$ cat config.mk
export PLATFORM = sky130hd
export DESIGN_NAME = trailScanner
export DESIGN_NICKNAME = d
export VERILOG_FILES = /design/src/rtl/trailScannerPkg.sv /design/src/rtl/trailScanCtrl.sv /design/src/rtl/trailScanPath.sv /design/src/rtl/trailScanner.sv
export SDC_FILE = /design/constraint.sdc
export NUM_CORES = 1
export LEC_CHECK = 0
export BUFFER_PORTS_ARGS = -buffer_cell sky130_fd_sc_hd__buf_2
export CAP_MARGIN = 20
export CORE_ASPECT_RATIO = 0.9
export CORE_MARGIN = 5
export CORE_UTILIZATION = 35
export CTS_CLUSTER_DIAMETER = 80
export CTS_CLUSTER_SIZE = 8
export DETAILED_ROUTE_END_ITERATION = 12
export PLACE_DENSITY = 0.49
export SLEW_MARGIN = 10
export SYNTH_ARGS = -nofsm -noshare
export SYNTH_HDL_FRONTEND = slang
export SYNTH_SLANG_ARGS = --single-unit
$ cat constraint.sdc
create_clock -name clk -period 2.3 [get_ports clk]
set_input_delay 0.115 -clock clk [delete_from_list [all_inputs] [get_ports clk]]
set_output_delay 0.115 -clock clk [all_outputs]
set_load 0.02 [all_outputs]
$ cat src/rtl/trailScannerPkg.sv
package trailScannerPkg;

  // Strobes from the control half to the datapath half, valid for one cycle
  typedef struct packed {
    logic scanStep;  // advance the leader this cycle
    logic litHead;   // PWM phase is inside the leader duty window
    logic litMid;    // PWM phase is inside the first trailing duty window
    logic litTail;   // PWM phase is inside the second trailing duty window
  } scanStrobes_t;

endpackage

$ cat src/rtl/trailScanCtrl.sv
module trailScanCtrl
  import trailScannerPkg::*;
#(
  parameter int TICK_DIV   = 5_000_000,
  parameter int PWM_PERIOD = 100,
  parameter int DUTY_HEAD  = 100,
  parameter int DUTY_MID   = 50,
  parameter int DUTY_TAIL  = 20
) (
  input  logic         clk,
  input  logic         rstN,
  output scanStrobes_t strobes
);
  localparam int TICK_W = $clog2(TICK_DIV + 1);
  localparam int PWM_W  = $clog2(PWM_PERIOD + 1);

  logic [TICK_W-1:0] tickCnt;
  logic [PWM_W-1:0]  pwmCnt;
  logic              tickLast;
  logic              pwmLast;

  assign tickLast = (tickCnt == TICK_W'(TICK_DIV - 1));
  assign pwmLast  = (pwmCnt == PWM_W'(PWM_PERIOD - 1));

  always_ff @(posedge clk or negedge rstN) begin
    if (!rstN) begin
      tickCnt <= '0;
    end else if (tickLast) begin
      tickCnt <= '0;
    end else begin
      tickCnt <= tickCnt + 1'b1;
    end
  end

  always_ff @(posedge clk or negedge rstN) begin
    if (!rstN) begin
      pwmCnt <= '0;
    end else if (pwmLast) begin
      pwmCnt <= '0;
    end else begin
      pwmCnt <= pwmCnt + 1'b1;
    end
  end

  always_comb begin
    strobes.scanStep = tickLast;
    strobes.litHead  = ({1'b0, pwmCnt} < (PWM_W + 1)'(DUTY_HEAD));
    strobes.litMid   = ({1'b0, pwmCnt} < (PWM_W + 1)'(DUTY_MID));
    strobes.litTail  = ({1'b0, pwmCnt} < (PWM_W + 1)'(DUTY_TAIL));
  end

endmodule

$ cat src/rtl/trailScanPath.sv
module trailScanPath
  import trailScannerPkg::*;
#(
  parameter int NUM_LEDS = 8
) (
  input  logic                clk,
  input  logic                rstN,
  input  scanStrobes_t        strobes,
  output logic [NUM_LEDS-1:0] ledOut
);
  localparam int POS_W = (NUM_LEDS > 1) ? $clog2(NUM_LEDS) : 1;
  localparam logic [POS_W-1:0] TOP_POS = POS_W'(NUM_LEDS - 1);

  logic [POS_W-1:0] headPos, midPos, tailPos;
  logic             midOn, tailOn;
  logic             goingUp;
  logic [POS_W-1:0] nextHead;
  logic             nextUp;

  always_comb begin
    nextHead = headPos;
    nextUp   = goingUp;
    if (goingUp) begin
      if (headPos == TOP_POS) begin
        nextHead = headPos - 1'b1;
        nextUp   = 1'b0;
      end else begin
        nextHead = headPos + 1'b1;
      end
    end else begin
      if (headPos == '0) begin
        nextHead = headPos + 1'b1;
        nextUp   = 1'b1;
      end else begin
        nextHead = headPos - 1'b1;
      end
    end
  end

  always_ff @(posedge clk or negedge rstN) begin
    if (!rstN) begin
      headPos <= '0;
      midPos  <= '0;
      tailPos <= '0;
      midOn   <= 1'b0;
      tailOn  <= 1'b0;
      goingUp <= 1'b1;
    end else if (strobes.scanStep) begin
      tailPos <= midPos;
      tailOn  <= midOn;
      midPos  <= headPos;
      midOn   <= 1'b1;
      headPos <= nextHead;
      goingUp <= nextUp;
    end
  end

  for (genvar i = 0; i < NUM_LEDS; i++) begin : g_led
    logic atHead, atMid, atTail;
    assign atHead    = (headPos == POS_W'(i));
    assign atMid     = midOn  && (midPos  == POS_W'(i));
    assign atTail    = tailOn && (tailPos == POS_W'(i));
    assign ledOut[i] = (atHead && strobes.litHead) ||
                       (atMid  && strobes.litMid)  ||
                       (atTail && strobes.litTail);
  end

endmodule

$ cat src/rtl/trailScanner.sv
module trailScanner
  import trailScannerPkg::*;
#(
  parameter int NUM_LEDS   = 8,
  parameter int TICK_DIV   = 5_000_000,
  parameter int PWM_PERIOD = 100,
  parameter int DUTY_HEAD  = 100,
  parameter int DUTY_MID   = 50,
  parameter int DUTY_TAIL  = 20
) (
  input  logic                clk,
  input  logic                rstN,
  output logic [NUM_LEDS-1:0] ledOut
);
  scanStrobes_t strobes;

  trailScanCtrl #(
    .TICK_DIV  (TICK_DIV),
    .PWM_PERIOD(PWM_PERIOD),
    .DUTY_HEAD (DUTY_HEAD),
    .DUTY_MID  (DUTY_MID),
    .DUTY_TAIL (DUTY_TAIL)
  ) u_ctrl (
    .clk    (clk),
    .rstN   (rstN),
    .strobes(strobes)
  );

  trailScanPath #(
    .NUM_LEDS(NUM_LEDS)
  ) u_path (
    .clk    (clk),
    .rstN   (rstN),
    .strobes(strobes),
    .ledOut (ledOut)
  );

endmodule

## Word level (Yosys, flattened, before mapping)

Index checks and enable logic that the tools add are counted.

| operators by class | value |
|---|---|
| add/sub/neg operators | 4 |
| magnitude comparators | 3 |
| equal/unequal tests | 23 |
| multiplexer cells | 8 |
| reductions and logical operators | 59 |

Operators by type and width:

| kind | count |
|---|---|
| $logic_and A1 B1 Y1 | 40 |
| $eq A3 B3 Y1 const B | 12 |
| $add A23 B1 Y23 const B | 1 |
| $eq A23 B23 Y1 const B | 1 |
| $mux W23 | 1 |
| $eq A3 B2 Y1 const B | 6 |
| $logic_or A1 B1 Y1 | 16 |
| $eq A3 B1 Y1 const B | 3 |
| $logic_not A3 Y1 | 3 |
| $mux W3 | 3 |
| $add A7 B1 Y7 const B | 1 |
| $eq A7 B7 Y1 const B | 1 |
| $lt A7 B5 Y1 const B | 1 |
| $lt A7 B6 Y1 const B | 1 |
| $lt A7 B7 Y1 const B | 1 |
| $mux W7 | 1 |
| $add A3 B1 Y3 const B | 1 |
| $mux W1 | 3 |
| $sub A3 B1 Y3 const B | 1 |

| storage, ports and cells | value |
|---|---|
| register bits | 42 |
| bits of input ports | 2 |
| output and inout port bits | 8 |

## Logic depth before layout (Yosys ltp)

Gate-level depths: netlist of run 1.

| logic depth | value |
|---|---|
| word-level depth | 5 |
| depth in mapped cells | 7 |

## By module

From an unflattened synthesis of run 1, not the netlist that was laid out.

| second synthesis, totals | value |
|---|---|
| cells, all modules | 228 |
| area, all modules | 2314.7 um^2 |

Modules (own cells, without submodules):

| module | times used | cells an instance | area each (um^2) | sequential area each (um^2) |
|---|---|---|---|---|
| trailScanCtrl | 1 | 144 | 1486.4 | 750.7 |
| trailScanPath | 1 | 84 | 828.3 | 301.5 |

## Worst setup path before layout of run 1

Ideal clock, no wire load.

| timing | value |
|---|---|
| path kind | register to register |
| start | reg u_ctrl.tickCnt[0] |
| end | reg u_path.tailOn |
| setup time | 0.125 ns |
| arrival time | 1.780 ns |
| setup slack | 0.395 ns |
| stages on the path, launching flop included | 8 |
| path buffers | 2 |
| period minus slack after synthesis | 1.905 ns |
| cell sequence | dfrtp_1 ha_1 nand3_2 or3_1 buf_2 or2_1 buf_6 mux2_4 |

| between the ends | value |
|---|---|
| cells in the longest elaborated chain, start to end | 1 |

RTL lines:

| element | RTL line | text |
|---|---|---|
| start: declaration | trailScanCtrl.sv:17 | `logic [TICK_W-1:0] tickCnt;` |
| start signal: assignment | trailScanCtrl.sv:31 | `tickCnt <= tickCnt + 1'b1;` |
| $eq A23 B23 Y1 | trailScanCtrl.sv:22 | `assign tickLast = (tickCnt == TICK_W'(TICK_DIV - 1));` |
| end signal: assignment | trailScanPath.sv:50 | `tailOn <= midOn;` |
| end: declaration | trailScanPath.sv:15 | `logic midOn, tailOn;` |

Every way passes these cells.
A chain may end at the register's enable or synchronous reset.

## Worst setup path in the final report of run 1

| timing | value |
|---|---|
| start | reg u_ctrl.tickCnt[13] |
| end | reg u_path.tailOn |

The elaborated chain is that of the path after synthesis.

==> reports/results.txt, run 1 <==
Run status = completed
Clock transition at the registers of the reported paths = 0.09 ns
Cell chosen for the clock root = sky130_fd_sc_hd__clkbuf_8
Flop and latch count out of synthesis = 42
Portion of the post-synthesis area used by sequential elements = 47.3%
WL/cell = 13.8 um
Pins Over Slew Limit = 0
First-pass detailed-route iteration total = 4
# port buffers = 9
Number of antenna cells inserted = 0
Overflow left after global routing = 0
Pleak = 0.00114 uW
Maximum level of the CTS H-tree = 2
Die Height = 85.6 um
Crit path setup slack, layout = 0.199 ns
Min-Delay Path Class = in2async
CP Capture Type = flop
Sequential Power Share = 58.5%
Max cap viols = 0
Startpoint type of the worst setup path = flop
Final cycle utilization of the critical path = 91.3%
GR Util All Layers = 11.8%
Register-to-register setup slack = 0.20 ns
Total Die Area = 0.00805 sq mm
Synthesized area divided by synthesized cell count = 10.5 sq um
Routed Wire Length = 4370 um
Worst EP arrival = 2.27 ns
Share of total power in the clock network = 40.1%
Category of the most critical setup path = reg2reg
Pwr/cell area = 503 mW/mm^2
Cell count after synthesis = 211
Max clock buf depth = 2
Internal power summed over all cells = 982 uW
Share of cells above drive strength 1 = 16.6%
Largest net degree at the start of global routing = 24
Switching power of the nets = 278 uW
Final hold viol count = 0
Number of cells on the worst reg-to-reg path = 4
Post-synthesis to final-layout area growth = 12.8%
Sum of net half-perimeters after detailed placement = 3150 um
Comb power frac = 1.4%
Gpl congestion = 0.752
Drt initial violations = 82
Clock net sink count = 42
Utilization after layout = 40.8%
CTS buffer count = 5
Maximum net fanout on the critical path = 10
Width of the die = 94.0 um
Final Total Pwr = 1260 uW
Post-synth net total = 222
Number of antenna violations at the first check in global routing = 0
Final TNS setup = 0 ns
Ys Warns = 0
Number of antenna-violating nets in the routed design = 0
Reg-to-reg critical path endpoint = u_path.tailOn$_DFFE_PN0N_
Floorplan core area = 0.00615 sq mm
Synthesized cell area = 0.00222 sq mm
Number of DRC violations after detailed routing = 0
Post-route clock skew = 0.0136 ns
Post-Place Setup Slack = 0.245 ns
TritonCTS clock tree = done
Synth unique cells = 43
Slew at the pin closest to its max-slew limit = 0.758 ns
Drt via density = 5.01
Vias in the first global route = 1518
Number of nets in the final layout = 239
FMAX = 476 MHz
Number of primary I/O pins = 10
Initial core utilization = 36.2%
Clock latency at the later pin of the worst-skew pair = 0.30 ns
Startpoint of the most critical register-to-register path = u_ctrl.tickCnt[13]$_DFF_PN0_
Number of buffers inserted to repair setup after CTS = 0
# setup viols final = 0
Unrepaired setup endpoints after global routing = false
Clock period minus final worst setup slack = 2.10 ns
VDD IR-drop max = 0.242 mV
Max_slew headroom = 49.0%
Number of standard-cell rows in the floorplan = 27
First-pass GRT wire length = 7540 um
Net Sw Frac = 22.1%
Via count = 1582
Endpoint required time on the critical path = 2.47 ns
==> kinds of logic (layout without fill, tap and decap cells) <==
family | count (synthesis) | after routing | synth area share [%]
AO/OA/AOI/OAI | 27 | 27 | 8.44
flip-flops | 42 | 42 | 47.3
AND/OR/NAND/NOR | 87 | 87 | 22.2
XOR/XNOR | 23 | 23 | 9.06
multiplexers | 9 | 9 | 5.06
adder cells (fa/ha/maj) | 9 | 9 | 5.06
buffers and inverters | 14 | 32 | 2.81
==> per-layer routing <==
layer	GRT usage (%)	routed length (um)	part of all wire (%)
met5	0	0	0
met3	3.16	118	2.7
met4	4.33	61	1.4
met2	17.4	1890	43
met1	16.7	2300	53
==> sequential cells by signal, summed over array words and instances, names as in the netlist <==
name,cells
u_path.midOn,1
u_path.tailPos,3
u_path.headPos,3
u_ctrl.pwmCnt,7
u_ctrl.tickCnt,23
u_path.midPos,3
u_path.tailOn,1
u_path.goingUp,1
==> power by group through the flow <==
| stage | combinational [uW] | clock, uW | sequential, uW |
|---|---|---|---|
| 3_3_place_gp | 17.5 | 0 | 752 |
| 2_1_floorplan | 0.000477 | 0 | 753 |
| 3_5_place_dp | 17.5 | 0 | 752 |
| 4_1_cts | 19.0 | 524 | 738 |
| 5_1_grt | 21.5 | 557 | 738 |
| 6_report | 17.2 | 506 | 738 |
==> cells in the mapped netlist (all sizes together) <==
master | count | area share, %
a21oi | 2 | 0.45
nand3b | 3 | 1.0
dfstp | 1 | 1.2
or4 | 1 | 0.51
and2 | 3 | 0.84
buf | 3 | 0.96
inv | 8 | 1.4
a22o | 1 | 0.39
or3 | 2 | 0.56
o21ai | 10 | 2.3
nor2 | 17 | 2.9
nand4bb | 1 | 0.51
nand3 | 13 | 3.2
nand2b | 4 | 1.1
dfrtp | 41 | 46
a221oi | 1 | 0.39
o22ai | 1 | 0.28
nor4b | 3 | 1.2
or2 | 2 | 0.56
mux2 | 6 | 3.7
nor3 | 4 | 0.90
o31ai | 1 | 0.34
mux2i | 3 | 1.4
xnor2 | 15 | 5.9
and3 | 4 | 1.2
o311ai | 2 | 0.79
xor2 | 8 | 3.2
o221ai | 9 | 3.5
nor4 | 4 | 1.1
nand4 | 7 | 2.5
nand2 | 15 | 2.5
nand4b | 1 | 0.39
clkbuf | 3 | 0.51
or3b | 1 | 0.39
ha | 9 | 5.1
and4 | 2 | 0.84
==> per-stage QoR <==
stage	instance area, sq um	instances	hold WS [ns]
CTS	2510	316	0.299
global route	2510	316	0.343
global placement	2400	307	0.0917
finish	2510	316	0.284
floorplan	2220	211	-0.181
detailed placement	2400	307	0.0913
==> critical path, cell delays in order (launching register included) <==
cell and delay, ns:
sky130_fd_sc_hd__dfrtp_1 0.41, sky130_fd_sc_hd__nor4b_1 0.37, sky130_fd_sc_hd__nand4_1 0.35, sky130_fd_sc_hd__or2_1 0.49, sky130_fd_sc_hd__mux2_4 0.35
==> area by class of cell <==
class | instances | area, sq um
inverter | 8 | 30.0
sequential | 42 | 1050
tap | 87 | 109
clock buffer | 6 | 82.6
fill | 613 | 3640
timing repair buffer | 16 | 113
clock inverter | 2 | 12.5
multi-input combinational | 155 | 1110
==> cells in the final DEF, fill, tap and decap left out, types with 2 or more instances in the layout <==
cell type and count:
sky130_fd_sc_hd__nand2b_1 4, sky130_fd_sc_hd__o21ai_0 10, sky130_fd_sc_hd__clkbuf_8 6, sky130_fd_sc_hd__nand3_1 12, sky130_fd_sc_hd__nor2_1 17, sky130_fd_sc_hd__buf_2 9
sky130_fd_sc_hd__nand4_1 5, sky130_fd_sc_hd__buf_4 5, sky130_fd_sc_hd__mux2_2 2, sky130_fd_sc_hd__and3_1 3, sky130_fd_sc_hd__o221ai_1 9, sky130_fd_sc_hd__nand3b_1 3
sky130_fd_sc_hd__xor2_1 8, sky130_fd_sc_hd__nor4_1 4, sky130_fd_sc_hd__a21oi_1 2, sky130_fd_sc_hd__mux2_4 4, sky130_fd_sc_hd__ha_1 9, sky130_fd_sc_hd__mux2i_1 3
sky130_fd_sc_hd__nor4b_1 3, sky130_fd_sc_hd__dfrtp_1 41, sky130_fd_sc_hd__or3_1 2, sky130_fd_sc_hd__inv_1 8, sky130_fd_sc_hd__xnor2_1 15, sky130_fd_sc_hd__and2_1 3
sky130_fd_sc_hd__nor3_1 4, sky130_fd_sc_hd__nand4_2 2, sky130_fd_sc_hd__nand2_1 15
==> worst max path at each step <==
stage | start | to | slack [ns] | depth (start not counted)
after floorplan | u_ctrl.tickCnt[0]$_DFF_PN0_ | u_path.tailOn$_DFFE_PN0N_ | 0.40 | 7
after global placement | u_ctrl.tickCnt[7]$_DFF_PN0_ | u_path.tailPos[1]$_DFFE_PN0N_ | 0.31 | 4
after detailed placement | u_ctrl.tickCnt[13]$_DFF_PN0_ | u_path.tailPos[2]$_DFFE_PN0N_ | 0.25 | 4
after CTS | u_ctrl.pwmCnt[3]$_DFF_PN0_ | ledOut[1] | 0.16 | 4
after global routing | u_ctrl.tickCnt[10]$_DFF_PN0_ | u_path.tailOn$_DFFE_PN0N_ | 0.08 | 4
final | u_ctrl.tickCnt[13]$_DFF_PN0_ | u_path.tailOn$_DFFE_PN0N_ | 0.20 | 4
==> what timing repair did <==
action	CTS	global route
endpoints found under the setup margin	0	4
hold buffers	1	0
hold endpoints to repair	18	0
gates resized for setup	0	1
Power figures use the tool's default switching activity.
==> inputs of run 2 (changes only) <==
- clock period: 2.3 -> 2.6 ns (I/O delays scaled with it)
==> run 2 against run 1 <==
Effect of this change:
- the flow now finishes with violations (hold timing)
- sequential share of layout area grew 0.53 points
- clock-buffer cell count rose by 1
- critical endpoint is now ledOut[0]
- largest power group unchanged
- die area unchanged
- non-clock buffer count decreased by 5
- power down 4.6%
- critical path depth is the same
- clock skew rose by 0.0020 ns
- routed wire length is essentially flat
==> reports/results.txt, run 2 (synthesis gave the netlist of run 1 again) <==
Run status = complete, but fails checks (was completed)
Violated checks = hold timing
Initial core utilization = 36.2% (unchanged)
Post-Place Setup Slack = 0.501 ns (was 0.245 ns)
First-pass detailed-route iteration total = 4 (unchanged)
Max clock buf depth = 2 (unchanged)
Number of antenna-violating nets in the routed design = 0 (unchanged)
Number of standard-cell rows in the floorplan = 27 (unchanged)
Clock latency at the later pin of the worst-skew pair = 0.30 ns (about the same)
Gpl congestion = 0.727 (was 0.752)
Number of antenna violations at the first check in global routing = 0 (unchanged)
Post-synthesis to final-layout area growth = 11.4% (was 12.8%)
Fillers = 617 (was 613)
First-pass GRT wire length = 7750 um (was 7540 um)
Number of primary I/O pins = 10 (unchanged)
Number of DRC violations after detailed routing = 0 (unchanged)
CP Capture Type = primary output (was flop)
Cell with the biggest individual delay on the critical path = sky130_fd_sc_hd__o311ai_0 (was sky130_fd_sc_hd__or2_1)
Number of nets in the final layout = 234 (was 239)
Max cap viols = 0 (unchanged)
Floorplan core area = 0.00615 sq mm (unchanged)
CTS buffer count = 5 (unchanged)
Number of antenna cells inserted = 0 (unchanged)
Max_slew headroom = 37.5% (was 49.0%)
Clock period minus final worst setup slack = 2.16 ns
Commonest non-fill, non-tap cell in the layout = sky130_fd_sc_hd__dfrtp_1 (unchanged)
Slew at the pin closest to its max-slew limit = 0.938 ns (was 0.758 ns)
Largest register by flop count = u_ctrl.tickCnt (unchanged)
Width of the die = 94.0 um (unchanged)
Post-cts resize count = 0 (unchanged)
FMAX = 464 MHz
Final hold viol count = 41 (was 0)
Cts hold-fix bufs = 0 (was 1)
Total Die Area = 0.00805 sq mm (unchanged)
Vias in the first global route = 1547 (was 1518)
Worst hold margin = -0.0276 ns (was 0.284 ns)
WL/cell = 14.0 um (was 13.8 um)
Number of buffers inserted to repair setup after CTS = 0 (unchanged)
Final TNS setup = 0 ns (unchanged)
Sum of net half-perimeters after detailed placement = 3070 um (was 3150 um)
Post-route clock skew = 0.0156 ns (was 0.0136 ns)
Unrepaired setup endpoints after global routing = false (unchanged)
Final cycle utilization of the critical path = 82.9%
Share of cells above drive strength 1 = 14.7% (was 16.6%)
Startpoint of the most critical register-to-register path = u_ctrl.tickCnt[0]$_DFF_PN0_ (was u_ctrl.tickCnt[13]$_DFF_PN0_)
Dominant delay contributor by cell family on the critical path = compound AO/OA/AOI/OAI gates (was simple AND/OR/NAND/NOR gates)
Crit path from = u_ctrl.pwmCnt[3]$_DFF_PN0_ (was u_ctrl.tickCnt[13]$_DFF_PN0_)
Clock net sink count = 42 (unchanged)
Maximum net fanout on the critical path = 9 (was 10)
Min-Delay Path Class = in2async (unchanged)
Peak per-stage delay on the critical path = 0.50 ns (was 0.49 ns)
Crit path setup slack, layout = 0.444 ns (was 0.199 ns)
Overflow left after global routing = 0 (unchanged)
VDD IR-drop max = 0.315 mV (was 0.242 mV)
Worst EP arrival = 2.03 ns (was 2.27 ns)
Die Height = 85.6 um (unchanged)
Maximum level of the CTS H-tree = 2 (unchanged)
Clock transition at the registers of the reported paths = 0.08 ns (was 0.09 ns)
Largest registers in the final layout = u_ctrl.tickCnt x23, u_ctrl.pwmCnt x7 (unchanged)
Largest net degree at the start of global routing = 43 (was 24)
Category of the most critical setup path = reg2out (was reg2reg)
Pins Over Slew Limit = 0 (unchanged)
Pleak = 0.00113 uW (was 0.00114 uW)
TritonCTS clock tree = done (unchanged)
Pwr/cell area = 486 mW/mm^2 (was 503 mW/mm^2)
Most frequent cells in the layout = sky130_fd_sc_hd__dfrtp_1, sky130_fd_sc_hd__nor2_1, sky130_fd_sc_hd__nand2_1, sky130_fd_sc_hd__xnor2_1, sky130_fd_sc_hd__nand3_1 (unchanged)
Worst Path Buf+Inv = 1 (was 0)
Drt via density = 4.95 (was 5.01)
Drt initial violations = 67 (was 82)
GR Util All Layers = 12.0% (was 11.8%)
# port buffers = 9 (unchanged)
Routed Wire Length = 4370 um (about the same)
Ordered list of cells on the worst path = o311ai_0, nand4bb_1, o221ai_1, buf_2 (was nor4b_1, nand4_1, or2_1, mux2_4)
Endpoint required time on the critical path = 2.47 ns (about the same)
# setup viols final = 0 (unchanged)
Cell chosen for the clock root = sky130_fd_sc_hd__clkbuf_8 (unchanged)
Via count = 1541 (was 1582)
Startpoint type of the worst setup path = flop (unchanged)
Number of flip-flops under the largest register name = 23 (unchanged)
-- run 2: power breakdown --
group	total, uW	switching [uW]	internal (uW)
combinational	12.8	12.3	0.544
sequential	653	0	653
clock	537	224	313
total	1200	236	967
-- run 2: worst paths after layout --
check,end,slack (ns),cells past startpoint
setup / recovery,ledOut[0],0.44,4
max in group asynchronous,u_ctrl.tickCnt[20]$_DFF_PN0_,2.04,1
min in group clk,u_ctrl.pwmCnt[0]$_DFF_PN0_,0.46,1
hold / removal,u_path.headPos[0]$_DFFE_PN0N_,-0.03,1
setup reg to reg,u_path.tailOn$_DFFE_PN0N_,0.51,5
hold reg to reg,u_ctrl.pwmCnt[0]$_DFF_PN0_,0.46,1
-- run 2: worst reg2reg max path: stages, from the launching register on --
cell                      delay [ns]
sky130_fd_sc_hd__dfrtp_1        0.39
sky130_fd_sc_hd__ha_1           0.21
sky130_fd_sc_hd__nand3_2        0.16
sky130_fd_sc_hd__or3_1          0.45
sky130_fd_sc_hd__or2_1          0.42
sky130_fd_sc_hd__mux2_4         0.35
-- run 2: layer usage --
layer	wire, um	up-vias	track usage (%)	part of all wire [%]
met5	0	-	0	0
met4	77	0	4.72	1.8
met3	94	6	2.89	2.2
met2	1800	14	16.5	41
met1	2400	736	17.9	55
li1	-	785	-	-
-- run 2: layout make-up --
cell class	instances	area (sq um)	share of cell area [%]
Timing Repair Buffer	11	60.1	2.43
Clock buffer	7	86.3	3.49
Tap cell	87	109	4.40
Inverter	8	30.0	1.21
Clock inverter	1	30.0	1.21
Sequential cell	42	1050	42.5
Multi-Input combinational cell	155	1110	44.8
-- run 2: metrics by stage --
step	total power [uW]	cells	utilization, %	area, sq um	hold WS, ns
after floorplan	666	211	-	2220	-0.166
after global placement	680	303	38.4	2360	0.336
after detailed placement	680	303	38.4	2360	0.341
after CTS	1230	311	40.3	2480	0.00493
after global routing	1260	311	40.3	2480	0.0459
final	1200	311	40.3	2480	-0.0276
==> inputs of run 3 (changes only) <==
- ABC_AREA: default -> 1
- clock period: 2.6 -> 2.1 ns (I/O delays scaled with it)
==> run 3 against run 2 <==
Effect of this change:
- the flow now finishes without violations
- highest routed layer unchanged
- via count up 35%
- final cell count increased by 49%
- combinational power is 59% higher
- worst setup slack worse by 0.19 ns
- critical path type unchanged
- clock-buffer cell count is the same
- critical endpoint is now ledOut[3]
- routed wire length increased by 21%
- power grew 13%
- non-clock buffer count grew 1
- largest cell class unchanged
==> reports/results.txt, run 3 <==
Run status = completed (was complete, but fails checks)
Width of the die = 101 um (was 94.0 um)
Top cell type by total area after synthesis = sky130_fd_sc_hd__dfrtp_1 (unchanged)
Total Die Area = 0.00923 sq mm (was 0.00805 sq mm)
Initial core utilization = 36.3% (was 36.2%)
Number of buffers inserted to repair setup after CTS = 0 (unchanged)
Via count = 2088 (was 1541)
Final Total Pwr = 1360 uW (was 1200 uW)
Post-route clock skew = 0.00162 ns (was 0.0156 ns)
Post-cts resize count = 0 (unchanged)
Non-filler instance count after layout = 463 (was 311)
Cells taking the most area after synthesis = sky130_fd_sc_hd__dfrtp_1, sky130_fd_sc_hd__nand2_1, sky130_fd_sc_hd__nor2_1 (was sky130_fd_sc_hd__dfrtp_1, sky130_fd_sc_hd__xnor2_1, sky130_fd_sc_hd__ha_1)
Unrepaired setup endpoints after global routing = false (unchanged)
Net Sw Frac = 20.7% (was 19.6%)
Number of antenna-violating nets in the routed design = 0 (unchanged)
Final cycle utilization of the critical path = 87.8%
Synthesized cell area = 0.00259 sq mm (was 0.00222 sq mm)
Cell chosen for the clock root = sky130_fd_sc_hd__clkbuf_8 (unchanged)
Share of total power in the clock network = 39.1% (was 44.7%)
Drt via density = 4.51 (was 4.95)
VDD IR-drop max = 0.192 mV (was 0.315 mV)
Number of antenna violations at the first check in global routing = 0 (unchanged)
Worst EP arrival = 1.74 ns (was 2.03 ns)
Max_slew headroom = 69.7% (was 37.5%)
Maximum level of the CTS H-tree = 2 (unchanged)
Endpoint required time on the critical path = 2.00 ns (was 2.47 ns)
CP Capture Type = primary output (unchanged)
Gpl congestion = 0.837 (was 0.727)
Commonest non-fill, non-tap cell in the layout = sky130_fd_sc_hd__nand2_1 (was sky130_fd_sc_hd__dfrtp_1)
Cell count after synthesis = 353 (was 211)
Flop and latch count out of synthesis = 42 (unchanged)
Drt initial violations = 73 (was 67)
Largest register by flop count = u_ctrl.tickCnt (unchanged)
Pins Over Slew Limit = 0 (unchanged)
Switching power of the nets = 282 uW (was 236 uW)
Sum of net half-perimeters after detailed placement = 4170 um (was 3070 um)
Post-synth ARST share = 100% (unchanged)
Portion of the post-synthesis area used by sequential elements = 40.6% (was 47.3%)
Post-synthesis to final-layout area growth = 9.65% (was 11.4%)
Sequential Power Share = 59.4% (was 54.3%)
Clock transition at the registers of the reported paths = 0.07 ns (was 0.08 ns)
Utilization after layout = 39.8% (was 40.3%)
Mux share of post-synthesis cell area = 0% (was 5.06%)
GR Util All Layers = 12.5% (was 12.0%)
Final hold viol count = 0 (was 41)
Routed Wire Length = 5280 um (was 4370 um)
Most common cell in the synthesized netlist = sky130_fd_sc_hd__nand2_1 (was sky130_fd_sc_hd__dfrtp_1)
Share of cells above drive strength 1 = 17.0% (was 14.7%)
Register-to-register setup slack = 0.50 ns (was 0.51 ns)
Dominant combinational cell family by area after synthesis = simple AND/OR/NAND/NOR gates (unchanged)
Vias in the first global route = 1969 (was 1547)
Max cap viols = 0 (unchanged)
Most frequent cells after synthesis = sky130_fd_sc_hd__nand2_1, sky130_fd_sc_hd__nor2_1, sky130_fd_sc_hd__inv_1 (was sky130_fd_sc_hd__dfrtp_1, sky130_fd_sc_hd__nor2_1, sky130_fd_sc_hd__nand2_1, sky130_fd_sc_hd__xnor2_1, sky130_fd_sc_hd__nand3_1)
Number of flip-flops under the largest register name = 23 (unchanged)
Post-Place Setup Slack = 0.500 ns (was 0.501 ns)
Clock net sink count = 42 (unchanged)
# setup viols final = 0 (unchanged)
Category of the most critical setup path = reg2out (unchanged)
Number of cells after detailed placement = 454 (was 303)
Floorplan core area = 0.00715 sq mm (was 0.00615 sq mm)
Post-synth net total = 364 (was 222)
Area share of the leading cell type in the synthesized netlist = 39.6% (was 46.1%)
Comb power frac = 1.5% (was 1.1%)
First-pass detailed-route iteration total = 5 (was 4)
Die Height = 91.7 um (was 85.6 um)
Top FF cell, synth = sky130_fd_sc_hd__dfrtp_1 (unchanged)
CTS buffer count = 5 (unchanged)
# port buffers = 9 (unchanged)
Xor/xnor share of the synthesized area = 4.39% (was 9.06%)
Max clock buf depth = 2 (unchanged)
Min-Delay Path Class = in2async (unchanged)
Most frequent cells in the layout = sky130_fd_sc_hd__nand2_1, sky130_fd_sc_hd__nor2_1, sky130_fd_sc_hd__inv_1 (was sky130_fd_sc_hd__dfrtp_1, sky130_fd_sc_hd__nor2_1, sky130_fd_sc_hd__nand2_1, sky130_fd_sc_hd__xnor2_1, sky130_fd_sc_hd__nand3_1)
Synth Area in Adders = 4.34% (was 5.06%)
Pwr/cell area = 478 mW/mm^2 (was 486 mW/mm^2)
Largest net degree at the start of global routing = 28 (was 43)
Number of enable flip-flop cells after synthesis = 0 (unchanged)
Maximum net fanout on the critical path = 5 (was 9)
Synth unique cells = 27 (was 43)
Fillers = 761 (was 617)
Clock period minus final worst setup slack = 1.84 ns
Number of nets in the final layout = 380 (was 234)
WL/cell = 11.4 um (was 14.0 um)
First-pass GRT wire length = 9390 um (was 7750 um)
Compound-gate portion of the synthesized area = 5.11% (was 8.44%)
Clock latency at the later pin of the worst-skew pair = 0.29 ns (was 0.30 ns)
Internal power summed over all cells = 1080 uW (was 967 uW)
Number of standard-cell rows in the floorplan = 29 (was 27)
Number of antenna cells inserted = 0 (unchanged)
Number of primary I/O pins = 10 (unchanged)
Synthesized area divided by synthesized cell count = 7.35 sq um (was 10.5 sq um)
Slew at the pin closest to its max-slew limit = 0.455 ns (was 0.938 ns)
TritonCTS clock tree = done (unchanged)
Ys Warns = 0 (unchanged)
Number of DRC violations after detailed routing = 0 (unchanged)
Crit path setup slack, layout = 0.257 ns (was 0.444 ns)
FMAX = 543 MHz
Largest registers in the final layout = u_ctrl.tickCnt x23, u_ctrl.pwmCnt x7 (unchanged)
Startpoint type of the worst setup path = flop (unchanged)
Simple-gate share of the synthesized area = 36.4% (was 22.2%)
Pleak = 0.00145 uW (was 0.00113 uW)
Final TNS setup = 0 ns (unchanged)
Overflow left after global routing = 0 (unchanged)
[run 3: changes by cell type in the layout (fill, tap and decap cells not counted), sizes merged, moves of 4 or more]
cell,before,now
nor2,17,63
mux2,6,0
inv,8,56
xnor2,15,2
o221ai,9,0
nand2,15,98
nand3,13,36
nand2b,4,0
nor4,4,0
o21ai,10,16
and3,4,0
[run 3: logic make-up (layout without fill, tap and decap cells)]
group	count (synthesis)	after routing
DFF	42	42
buffers and inverters	59	76
AOI/OAI and AO/OA	20	20
and+or+nand+nor	210	210
xor gates and xnor gates	13	13
adders and majority gates	9	9
[run 3: power groups by stage]
stage	registers [uW]	logic, uW	clock network (uW)
2_1_floorplan	824	0.000807	0
3_3_place_gp	824	21.1	0
3_5_place_dp	824	21.2	0
6_report	808	20.4	531
5_1_grt	808	25.0	588
4_1_cts	808	22.6	560
[run 3: timing repair]
item                                    CTS  global route
endpoints found under the setup margin    0             0
hold buffers                              1             0
hold endpoints to repair                 18             0
[run 3: path summary, 6_finish.rpt]
check                                               from                             to  cells past startpoint
max reg2reg                u_path.headPos[1]$_DFFE_PN0N_  u_path.headPos[2]$_DFFE_PN0N_                      7
min reg2reg                   u_path.goingUp$_DFFE_PN1N_     u_path.goingUp$_DFFE_PN1N_                      2
min in group clk              u_path.goingUp$_DFFE_PN1N_     u_path.goingUp$_DFFE_PN1N_                      2
max                           u_ctrl.pwmCnt[3]$_DFF_PN0_                      ledOut[3]                      8
max in group asynchronous                           rstN     u_path.goingUp$_DFFE_PN1N_                      3
min                                                 rstN     u_ctrl.pwmCnt[0]$_DFF_PN0_                      2
[run 3: area by class of cell]
class                      count  area, sq um  share of cell area (%)
tap                           93          116                    4.09
timing repair buffer          12         70.1                    2.46
clock inverter                 1         5.00                   0.176
sequential                    42         1050                    37.0
multi-input combinational    252         1300                    45.8
clock buffer                   7         86.3                    3.04
inverter                      56          210                    7.39
[run 3: through the flow]
| step | hold slack [ns] | instance area [sq um] |
|---|---|---|
| final | 0.289 | 2840 |
| after global routing | 0.346 | 2840 |
| after CTS | 0.310 | 2840 |
| after detailed placement | 0.0933 | 2740 |
| after global placement | 0.0816 | 2740 |
| after floorplan | -0.191 | 2590 |
[run 3: per-layer routing]
layer	global-route usage, %	part of all wire [%]	vias up
met3	2.73	3.9	4
met4	3.82	0.80	0
met2	16.4	39	27
met1	20.1	56	933
met5	0	0	-
li1	-	-	1124
[run 3: worst max-delay path: stages (launching register included)]
cell	delay (ns)
sky130_fd_sc_hd__dfrtp_1	0.42
sky130_fd_sc_hd__nor2_1	0.24
sky130_fd_sc_hd__nand2_1	0.08
sky130_fd_sc_hd__nand2_1	0.07
sky130_fd_sc_hd__nand2_1	0.07
sky130_fd_sc_hd__nor2_1	0.22
sky130_fd_sc_hd__nand2_1	0.09
sky130_fd_sc_hd__nand3_1	0.08
sky130_fd_sc_hd__buf_2	0.17
